<file path="src/rtl/ea_pkg.sv">
package ea_pkg;

  localparam int MODE_W = 4;

  typedef enum logic [MODE_W-1:0] {
    AM_IMPLIED = 4'd0,
    AM_IMM     = 4'd1,
    AM_REG     = 4'd2,
    AM_RIND    = 4'd3,
    AM_RINC    = 4'd4,
    AM_DIR     = 4'd5,
    AM_IND     = 4'd6,
    AM_REL     = 4'd7,
    AM_IDX     = 4'd8
  } am_e;

  typedef struct packed {
    logic implied;
    logic use_mem;
    logic two_reads;
    logic wb;
    logic src_imm;
  } am_ctl_t;

  typedef enum logic [2:0] {
    S_IDLE,
    S_RD_PTR,
    S_WT_PTR,
    S_RD_OPR,
    S_WT_OPR,
    S_DONE
  } st_e;

endpackage

</file>
<file path="src/rtl/ea_mode_dec.sv">
module ea_mode_dec
  import ea_pkg::*;
(
  input  logic [MODE_W-1:0] mode_i,
  output am_ctl_t           ctl_o
);

  always_comb begin
    ctl_o = '0;
    case (am_e'(mode_i))
      AM_IMM:  ctl_o.src_imm = 1'b1;
      AM_REG:  ctl_o.src_imm = 1'b0;
      AM_RIND: ctl_o.use_mem = 1'b1;
      AM_RINC: begin
        ctl_o.use_mem = 1'b1;
        ctl_o.wb      = 1'b1;
      end
      AM_DIR:  ctl_o.use_mem = 1'b1;
      AM_IND: begin
        ctl_o.use_mem   = 1'b1;
        ctl_o.two_reads = 1'b1;
      end
      AM_REL:  ctl_o.use_mem = 1'b1;
      AM_IDX:  ctl_o.use_mem = 1'b1;
      default: ctl_o.implied = 1'b1;  // code 0 and unassigned codes
    endcase
  end

endmodule

</file>
<file path="src/rtl/ea_addr_calc.sv">
module ea_addr_calc
  import ea_pkg::*;
#(
  parameter int AW = 16,
  parameter int DW = 16,
  parameter int FW = 12
) (
  input  logic [MODE_W-1:0] mode_i,
  input  logic [FW-1:0]     field_i,
  input  logic [AW-1:0]     pc_i,
  input  logic [DW-1:0]     rf_data_i,
  output logic [AW-1:0]     ea_o,
  output logic [AW-1:0]     ptr_o
);

  logic [AW-1:0] field_z;
  logic [AW-1:0] field_s;
  logic [AW-1:0] reg_a;

  assign field_z = AW'(field_i);
  assign field_s = AW'($signed(field_i));
  assign reg_a   = rf_data_i[AW-1:0];
  assign ptr_o   = field_z;

  always_comb begin
    case (am_e'(mode_i))
      AM_RIND, AM_RINC: ea_o = reg_a;
      AM_DIR:           ea_o = field_z;
      AM_REL:           ea_o = pc_i + field_s;
      AM_IDX:           ea_o = field_z + reg_a;
      default:          ea_o = '0;
    endcase
  end

endmodule

</file>
<file path="src/rtl/ea_seq.sv">
module ea_seq
  import ea_pkg::*;
#(
  parameter int AW = 16,
  parameter int DW = 16,
  parameter int RW = 3
) (
  input  logic          clk_i,
  input  logic          rst_ni,
  input  logic          start_i,
  input  am_ctl_t       ctl_i,
  input  logic [AW-1:0] ea_calc_i,
  input  logic [AW-1:0] ptr_addr_i,
  input  logic [DW-1:0] imm_opnd_i,
  input  logic [DW-1:0] reg_opnd_i,
  input  logic [RW-1:0] reg_sel_i,
  input  logic [DW-1:0] mem_rdata_i,
  output logic          busy_o,
  output logic          mem_req_o,
  output logic [AW-1:0] mem_addr_o,
  output logic          done_o,
  output logic          implied_o,
  output logic [AW-1:0] ea_o,
  output logic [DW-1:0] operand_o,
  output logic          wb_en_o,
  output logic [RW-1:0] wb_idx_o,
  output logic [DW-1:0] wb_data_o
);

  st_e           state_q;
  logic [AW-1:0] ea_q;
  logic [DW-1:0] opnd_q;
  logic          impl_q;
  logic          wb_q;
  logic [RW-1:0] sel_q;
  logic          accept;

  assign accept = start_i && (state_q == S_IDLE);

  always_ff @(posedge clk_i or negedge rst_ni) begin
    if (!rst_ni) begin
      state_q <= S_IDLE;
      ea_q    <= '0;
      opnd_q  <= '0;
      impl_q  <= 1'b0;
      wb_q    <= 1'b0;
      sel_q   <= '0;
    end else begin
      case (state_q)
        S_IDLE: if (accept) begin
          sel_q  <= reg_sel_i;
          impl_q <= ctl_i.implied;
          wb_q   <= ctl_i.wb;
          if (!ctl_i.use_mem) begin
            ea_q    <= '0;
            opnd_q  <= ctl_i.implied ? '0 : (ctl_i.src_imm ? imm_opnd_i : reg_opnd_i);
            state_q <= S_DONE;
          end else if (ctl_i.two_reads) begin
            ea_q    <= ptr_addr_i;  // holds pointer address until it is read
            state_q <= S_RD_PTR;
          end else begin
            ea_q    <= ea_calc_i;
            state_q <= S_RD_OPR;
          end
        end
        S_RD_PTR: state_q <= S_WT_PTR;
        S_WT_PTR: begin
          ea_q    <= mem_rdata_i[AW-1:0];
          state_q <= S_RD_OPR;
        end
        S_RD_OPR: state_q <= S_WT_OPR;
        S_WT_OPR: begin
          opnd_q  <= mem_rdata_i;
          state_q <= S_DONE;
        end
        S_DONE:   state_q <= S_IDLE;
        default:  state_q <= S_IDLE;
      endcase
    end
  end

  assign busy_o     = (state_q != S_IDLE);
  assign mem_req_o  = (state_q == S_RD_PTR) || (state_q == S_RD_OPR);
  assign mem_addr_o = ea_q;
  assign done_o     = (state_q == S_DONE);
  assign implied_o  = impl_q;
  assign ea_o       = ea_q;
  assign operand_o  = opnd_q;
  assign wb_en_o    = done_o && wb_q;
  assign wb_idx_o   = sel_q;
  assign wb_data_o  = DW'(ea_q) + DW'(1);

  AST_DONE_PULSE: assert property (@(posedge clk_i) disable iff (!rst_ni)
    done_o |=> !done_o);
  AST_DONE_TO_IDLE: assert property (@(posedge clk_i) disable iff (!rst_ni)
    done_o |=> !busy_o);
  AST_READ_GAP: assert property (@(posedge clk_i) disable iff (!rst_ni)
    mem_req_o |=> !mem_req_o);
  AST_WB_IN_DONE: assert property (@(posedge clk_i) disable iff (!rst_ni)
    wb_en_o |-> done_o);
  AST_IMPLIED_NO_READ: assert property (@(posedge clk_i) disable iff (!rst_ni)
    mem_req_o |-> !implied_o);
  AST_REQ_WHILE_BUSY: assert property (@(posedge clk_i) disable iff (!rst_ni)
    mem_req_o |-> busy_o);

endmodule

</file>
<file path="src/rtl/ea_gen.sv">
module ea_gen
  import ea_pkg::*;
#(
  parameter int  AW   = 16,
  parameter int  DW   = 16,
  parameter int  FW   = 12,
  parameter int  NREG = 8,
  localparam int RW   = (NREG > 1) ? $clog2(NREG) : 1
) (
  input  logic              clk_i,
  input  logic              rst_ni,
  input  logic              start_i,
  input  logic [MODE_W-1:0] mode_i,
  input  logic [FW-1:0]     field_i,
  input  logic [RW-1:0]     reg_sel_i,
  input  logic [AW-1:0]     pc_i,
  output logic [RW-1:0]     rf_raddr_o,
  input  logic [DW-1:0]     rf_rdata_i,
  output logic              mem_req_o,
  output logic [AW-1:0]     mem_addr_o,
  input  logic [DW-1:0]     mem_rdata_i,
  output logic              busy_o,
  output logic              done_o,
  output logic              implied_o,
  output logic [AW-1:0]     ea_o,
  output logic [DW-1:0]     operand_o,
  output logic              wb_en_o,
  output logic [RW-1:0]     wb_idx_o,
  output logic [DW-1:0]     wb_data_o
);

  am_ctl_t       ctl;
  logic [AW-1:0] ea_calc;
  logic [AW-1:0] ptr_addr;
  logic [DW-1:0] imm_opnd;

  assign rf_raddr_o = reg_sel_i;
  assign imm_opnd   = DW'(field_i);

  ea_mode_dec u_dec (
    .mode_i (mode_i),
    .ctl_o  (ctl)
  );

  ea_addr_calc #(.AW(AW), .DW(DW), .FW(FW)) u_calc (
    .mode_i    (mode_i),
    .field_i   (field_i),
    .pc_i      (pc_i),
    .rf_data_i (rf_rdata_i),
    .ea_o      (ea_calc),
    .ptr_o     (ptr_addr)
  );

  ea_seq #(.AW(AW), .DW(DW), .RW(RW)) u_seq (
    .clk_i       (clk_i),
    .rst_ni      (rst_ni),
    .start_i     (start_i),
    .ctl_i       (ctl),
    .ea_calc_i   (ea_calc),
    .ptr_addr_i  (ptr_addr),
    .imm_opnd_i  (imm_opnd),
    .reg_opnd_i  (rf_rdata_i),
    .reg_sel_i   (reg_sel_i),
    .mem_rdata_i (mem_rdata_i),
    .busy_o      (busy_o),
    .mem_req_o   (mem_req_o),
    .mem_addr_o  (mem_addr_o),
    .done_o      (done_o),
    .implied_o   (implied_o),
    .ea_o        (ea_o),
    .operand_o   (operand_o),
    .wb_en_o     (wb_en_o),
    .wb_idx_o    (wb_idx_o),
    .wb_data_o   (wb_data_o)
  );

  AST_IMM_ONE_CYCLE: assert property (@(posedge clk_i) disable iff (!rst_ni)
    (start_i && !busy_o && mode_i == AM_IMM) |=> (done_o && !implied_o));
  AST_DIR_LATENCY: assert property (@(posedge clk_i) disable iff (!rst_ni)
    (start_i && !busy_o && mode_i == AM_DIR) |-> ##3 done_o);
  AST_IND_PTR_READ: assert property (@(posedge clk_i) disable iff (!rst_ni)
    (start_i && !busy_o && mode_i == AM_IND) |=>
      (mem_req_o && mem_addr_o == AW'($past(field_i))));

endmodule

</file>
<file path="config.mk">
export PLATFORM = sky130hd
export DESIGN_NAME = ea_gen
export DESIGN_NICKNAME = d
export VERILOG_FILES = /design/src/rtl/ea_pkg.sv /design/src/rtl/ea_mode_dec.sv /design/src/rtl/ea_addr_calc.sv /design/src/rtl/ea_seq.sv /design/src/rtl/ea_gen.sv
export SDC_FILE = /design/constraint.sdc
export NUM_CORES = 1
export LEC_CHECK = 0
export BUFFER_PORTS_ARGS = -buffer_cell sky130_fd_sc_hd__buf_4
export CAP_MARGIN = 0
export CORE_ASPECT_RATIO = 1.5
export CORE_MARGIN = 2
export CORE_UTILIZATION = 35
export CTS_CLUSTER_SIZE = 14
export DETAILED_ROUTE_END_ITERATION = 16
export GPL_TIMING_DRIVEN = 1
export PLACE_DENSITY_LB_ADDON = 0.08
export SLEW_MARGIN = 15
export SYNTH_ARGS = -nofsm -noshare
export SYNTH_HDL_FRONTEND = slang
export SYNTH_HIERARCHICAL = 1
export SYNTH_SLANG_ARGS = --single-unit
</file>
<file path="constraint.sdc">
create_clock -name clk_i -period 1.6 [get_ports clk_i]
set_clock_uncertainty 0.15 [all_clocks]
set_input_delay 0.08 -clock clk_i [delete_from_list [all_inputs] [get_ports clk_i]]
set_output_delay 0.08 -clock clk_i [all_outputs]
set_load 0.03 [all_outputs]
</file>
Yosys cells after proc, flatten, opt, wreduce, memory -nomap -nowiden

Index checks and enable logic that the tools add are counted.

Mux-type cells: 19
Reductions and logical operators: 13
Eq/ne operators: 15
Add/subtract/negate cells: 3

Operator list:

| cell                                                                   | number |
|---|---|
| 16-bit two-way mux                                                     | 7 |
| 16-bit one-hot mux with 2 select lines                                 | 2 |
| 16-bit one-hot mux with 4 select lines                                 | 1 |
| 12-bit by 16-bit adder with 16-bit output                              | 1 |
| 16-bit by 1-bit adder with 16-bit output (second input constant)       | 1 |
| 16-bit adder                                                           | 1 |
| 4-bit by 3-bit equality test with 1-bit output (second input constant) | 4 |
| 3-bit one-hot mux with 5 select lines                                  | 1 |
| 4-bit by 2-bit equality test with 1-bit output (second input constant) | 2 |
| 8-bit OR reduction                                                     | 1 |
| 3-bit by 2-bit equality test with 1-bit output (second input constant) | 2 |
| 3-bit equality test (second input constant)                            | 2 |
| 3-bit two-way mux                                                      | 2 |
| 6-bit OR reduction                                                     | 1 |
| 1-bit two-way mux                                                      | 5 |
| 4-bit by 1-bit equality test with 1-bit output (second input constant) | 1 |
| 4-bit equality test (second input constant)                            | 1 |
| 2-bit AND reduction                                                    | 2 |
| 2-bit nonzero test                                                     | 2 |
| 3-bit by 1-bit equality test with 1-bit output (second input constant) | 1 |
| 3-bit logical NOT                                                      | 1 |
| 3-bit AND reduction                                                    | 1 |
| 3-bit nonzero test                                                     | 1 |
| 1-bit logical AND                                                      | 2 |
| other kinds (5)                                                        | 5 |

Output and inout port bits: 75
Logic and storage cells: 56
Bits in registers: 40
Input bits: 70

Logic depth before layout (Yosys ltp)

Word-level depth: 7
Depth in mapped cells: 12
Gate-level depth less buffers: 12

Hierarchy

The synthesis kept the hierarchy.

Modules (own cells, without submodules):

| module       | cells each | seq. area each (um^2) | times used | area an instance (um^2) |
|---|---|---|---|---|
| ea_seq       | 256        | 1,001.0               | 1          | 2,793.9 |
| ea_addr_calc | 261        | 0.0                   | 1          | 1,875.5 |
| ea_mode_dec  | 7          | 0.0                   | 1          | 67.6 |
| ea_gen       | 4          | 0.0                   | 1          | 26.3 |

Worst setup path after synthesis

No wires, ideal clock.

Path kind: input -> register
From: in field_i[0]
To: reg u_seq.ea_q[14], in the netlist u_seq/ea_o[14]
Path slack: -0.850 ns
Arrival time: 2.174 ns
Buffers on the path: 0
Setup time: 0.126 ns
Stages: 12
Required time: 1.324 ns
Cell sequence: ha_1 > inv_1 > fa_1 > nand2b_1 > a2111oi_2 > nor2_1 > a31oi_1 > o311a_1 > o211ai_1 > mux2i_1 > nor3_1 > a221o_1

Longest elaborated chain between the ends: 6
Elaborated cells between the ends (all ways): 7
Those cells by class: add/sub (2); mux (5)

Ends and longest elaborated chain:

| what                                                                      | RTL line                               | text |
|---|---|---|
| start: declaration                                                        | ea_gen.sv:14                           | `input logic [FW-1:0] field_i,` |
| 12-bit by 16-bit adder with 16-bit output or 16-bit adder (tied branches) | ea_addr_calc.sv:30, ea_addr_calc.sv:29 |  |
| 16-bit one-hot mux with 4 select lines (*)                                | ea_addr_calc.sv:26                     | `case (am_e'(mode_i))` |
| named net ea_calc[14]                                                     | ea_gen.sv:33                           | `logic [AW-1:0] ea_calc;` |
| 16-bit two-way mux (*)                                                    | ea_seq.sv:58                           | `end else if (ctl_i.two_reads) begin` |
| 16-bit two-way mux (*)                                                    | ea_seq.sv:54                           | `if (!ctl_i.use_mem) begin` |
| 16-bit two-way mux (*)                                                    | ea_seq.sv:50                           | `S_IDLE: if (accept) begin` |
| 16-bit one-hot mux with 2 select lines (*)                                | ea_seq.sv:49                           | `case (state_q)` |
| end signal: assignment                                                    | ea_seq.sv:59                           | `ea_q <= ptr_addr_i;` |
| end signal: assignment                                                    | ea_seq.sv:62                           | `ea_q <= ea_calc_i;` |
| end signal: assignment                                                    | ea_seq.sv:68                           | `ea_q <= mem_rdata_i[AW-1:0];` |
| end: declaration                                                          | ea_seq.sv:31                           | `logic [AW-1:0] ea_q;` |

Mark *: on every way through the listed nets, which the timed path passes. The rest lies on a longest branch. The select of a mux whose other input is x is not followed.
A chain may end at the register's enable or synchronous reset.

Final worst setup path

Ends and elaborated chain as after synthesis.

==> flow_summary.yaml <==
critical_path:
  cp-end-kind: "flop"
  crit_type: "in -> reg"
  cp_max_fo: 4
  critPathLaunchType: "input pin"
  crit_arrival_ps: 2330
  crit_required_ps: 1620
final_layout:
  final_cells: 986
  fin_area_sq_um: 8548
  layout_common_cells: "270 x buf_4, 38 x buf_6, 31 x mux2i_1"
  area_growth_pct: 79.46
  fin_nets: 923
  final_common_cell: "buf_4"
  antennaDiodeCount: 0
  fin_util_pct: 63.78
  drive_gt1_share_pct: 59.10
sta:
  setup_viol: 51
  period_needed_ps: 2301
  hold_viol: 0
  worst_slack_ps: -700.8
  finalCritPeriodShare_pct: 143.8
  worst_pin_slew_ps: 539.4
  slew_viol_final: 0
  timing.fmax_mhz: 434.6
  relSlewSlack_pct: 64.04
  grt_setup_unrepaired: "yes"
placement:
  placed_cell_area_sq_um: 7281
  port_buffers: 144
  placed_cells: 929
  dp_hpwl_mm: 13.95
  gp_congestion: 0.8933
grt:
  grt_overflow: 0
  grt_pass1_vias: 5508
  grt_max_degree: 41
  grt_pass1_wl_mm: 27.92
  antenna_found_initial: 0
  gr-usage-all-layers_pct: 23.81
floorplanning:
  pin_count: 145
  die_w_um: 99.25
  dieArea_sq_um: 14580
  start_util_pct: 35.54
  core_sq_um: 13400
  die_h_um: 146.9
  rows: 52
drt:
  wl_per_cell_um: 17.77
  dr_total_vias: 5297
  firstDrtPassIters: 4
  drc: 0
  ant_nets: 0
  wl_mm: 17.52
  drt_iter0_drc: 167
  vias_per_cell: 5.372
clocking:
  numCtsBuffers: 5
  numClockSinks: 40
  root_buffer: "clkbuf_16"
  htreeDepth: 2
  clk_path_buf_depth: 2
  tritoncts: "done"
  cts.clk_slew.worst_paths_ps: 60
  clk_latency_ps: 290
pwr:
  max-vdd-ir-drop_mv: 0.6756
  power_leakage_nw: 3.892
  power_mw: 10.72
  power_density_nw_per_um2: 1254
synth:
  ys_seq_area_share_pct: 21.01
  async_reset_ff_share_pct: 100.0
  syn_area_sq_um: 4763
  postSynthCellCount: 528
  ys.flop_type: "dfrtp_1"
  ys_types: 72
  yosysWarnings: 6
  syn_avg_cell_area_sq_um: 9.021
  synth_edf_count: 0
  synth-seq-cells: 40
worst_hold_path:
  hp-class: "in -> reg"
run_status:
  violations: "setup timing"
  status: "finished, violations left"
job:
  cap_violations: 0
logic make-up after synthesis:
family	share of synthesized area, %
AND/OR/NAND/NOR	19.67
multiplexers	12.35
XOR/XNOR	5.884
AO/OA/AOI/OAI	22.96
adder cells (fa/ha/maj)	8.196
other	0.1577
flip-flops	21.01
buffers and inverters	9.772
sequential cells by signal, summed over array words and instances (netlist names):
name / flops
u_seq/implied_o: 1
u_seq/wb_idx_o: 3
u_seq/operand_o: 16
u_seq/wb_q: 1
u_seq/ea_o: 16
u_seq/state_q: 3
synth_stat cells (14+ instances only):
cell type | count | area share (%)
ha_1 | 28 | 7.4
nor3_1 | 19 | 2.0
nor2_1 | 24 | 1.9
mux2_2 | 22 | 5.2
mux2i_1 | 34 | 7.1
o21ai_0 | 17 | 1.8
nand2_1 | 24 | 1.9
xor2_1 | 15 | 2.8
dfrtp_1 | 40 | 21
o31ai_1 | 19 | 3.0
xnor2_1 | 17 | 3.1
a221o_1 | 18 | 3.8
nand3_1 | 14 | 1.5
a21oi_1 | 22 | 2.3
buf_4 | 39 | 6.1
critical path, cell delays in order:
cell and delay [ps]:
buf_8 100, buf_12 110, ha_4 150, inv_2 50, fa_2 200, nor2b_2 50
o31a_1 320, o311ai_2 290, nand3_1 170, mux2i_1 200, o211ai_1 120, mux2i_1 150
nor3_1 70, a221o_1 250
timing repair:
item / 4_1_cts / 5_1_grt
pin swaps: 64 / 32
setup endpoints to repair: 54 / 54
resized for setup: 107 / 33
hold endpoints to repair: 59 / 0
setup buffers: 21 / 10
gates cloned: 1 / 0
hold buffers: 20 / 0
power breakdown:
part           total (mW)  switching [mW]  internal [mW]
logic                7.87            4.07           3.79
clock network        1.02           0.407          0.614
registers            1.83           0.366           1.46
total                10.7            4.85           5.87
worst paths after layout:
| kind | cells after the start | startpoint | end | slack (ps) |
|---|---|---|---|---|
| setup / recovery | 14 | field_i[0] | u_seq/ea_o[14] | -700 |
| hold / removal | 3 | mode_i[3] | u_seq/wb_q | 140 |
| setup reg to reg | 4 | u_seq/state_q[0] | u_seq/ea_o[13] | -140 |
| hold reg to reg | 1 | u_seq/operand_o[9] | u_seq/operand_o[9] | 350 |
| max in group asynchronous | 2 | rst_ni | u_seq/ea_o[10] | 730 |
| min in group asynchronous | 2 | rst_ni | u_seq/implied_o | 160 |
metal layers:
| layer | share of wire [%] | vias up | GRT usage (%) | routed length [um] |
|---|---|---|---|---|
| li1 | - | 2588 | - | - |
| met1 | 38 | 2543 | 27.35 | 6646 |
| met2 | 56 | 147 | 46.05 | 9882 |
| met3 | 4.0 | 19 | 1.903 | 703 |
| met4 | 1.6 | 0 | 6.781 | 284 |
| met5 | 0 | - | 0 | 0 |
layout make-up:
| class | count | area (sq um) |
|---|---|---|
| clock buffers | 6 | 138.9 |
| clock inverters | 2 | 10.01 |
| fillers | 1070 | 4855 |
| inverters | 13 | 48.80 |
| multi-input cells | 419 | 4159 |
| flip-flops and latches | 40 | 1016 |
| well taps | 162 | 202.7 |
| repair buffers | 344 | 2973 |
through the flow:
| step | setup TNS (ps) | hold slack, ps | setup slack [ps] |
|---|---|---|---|
| 3_5_place_dp | -18640 | -53.55 | -1121 |
| 5_1_grt | -15200 | 172.1 | -827.9 |
| 2_1_floorplan | -8204 | -365.6 | -733.2 |
| 4_1_cts | -11160 | 127.7 | -715.6 |
| 6_report | -11490 | 139.9 | -700.8 |
| 3_3_place_gp | -17800 | -61.75 | -1102 |
No activity file was read; power rests on OpenSTA's default activity.
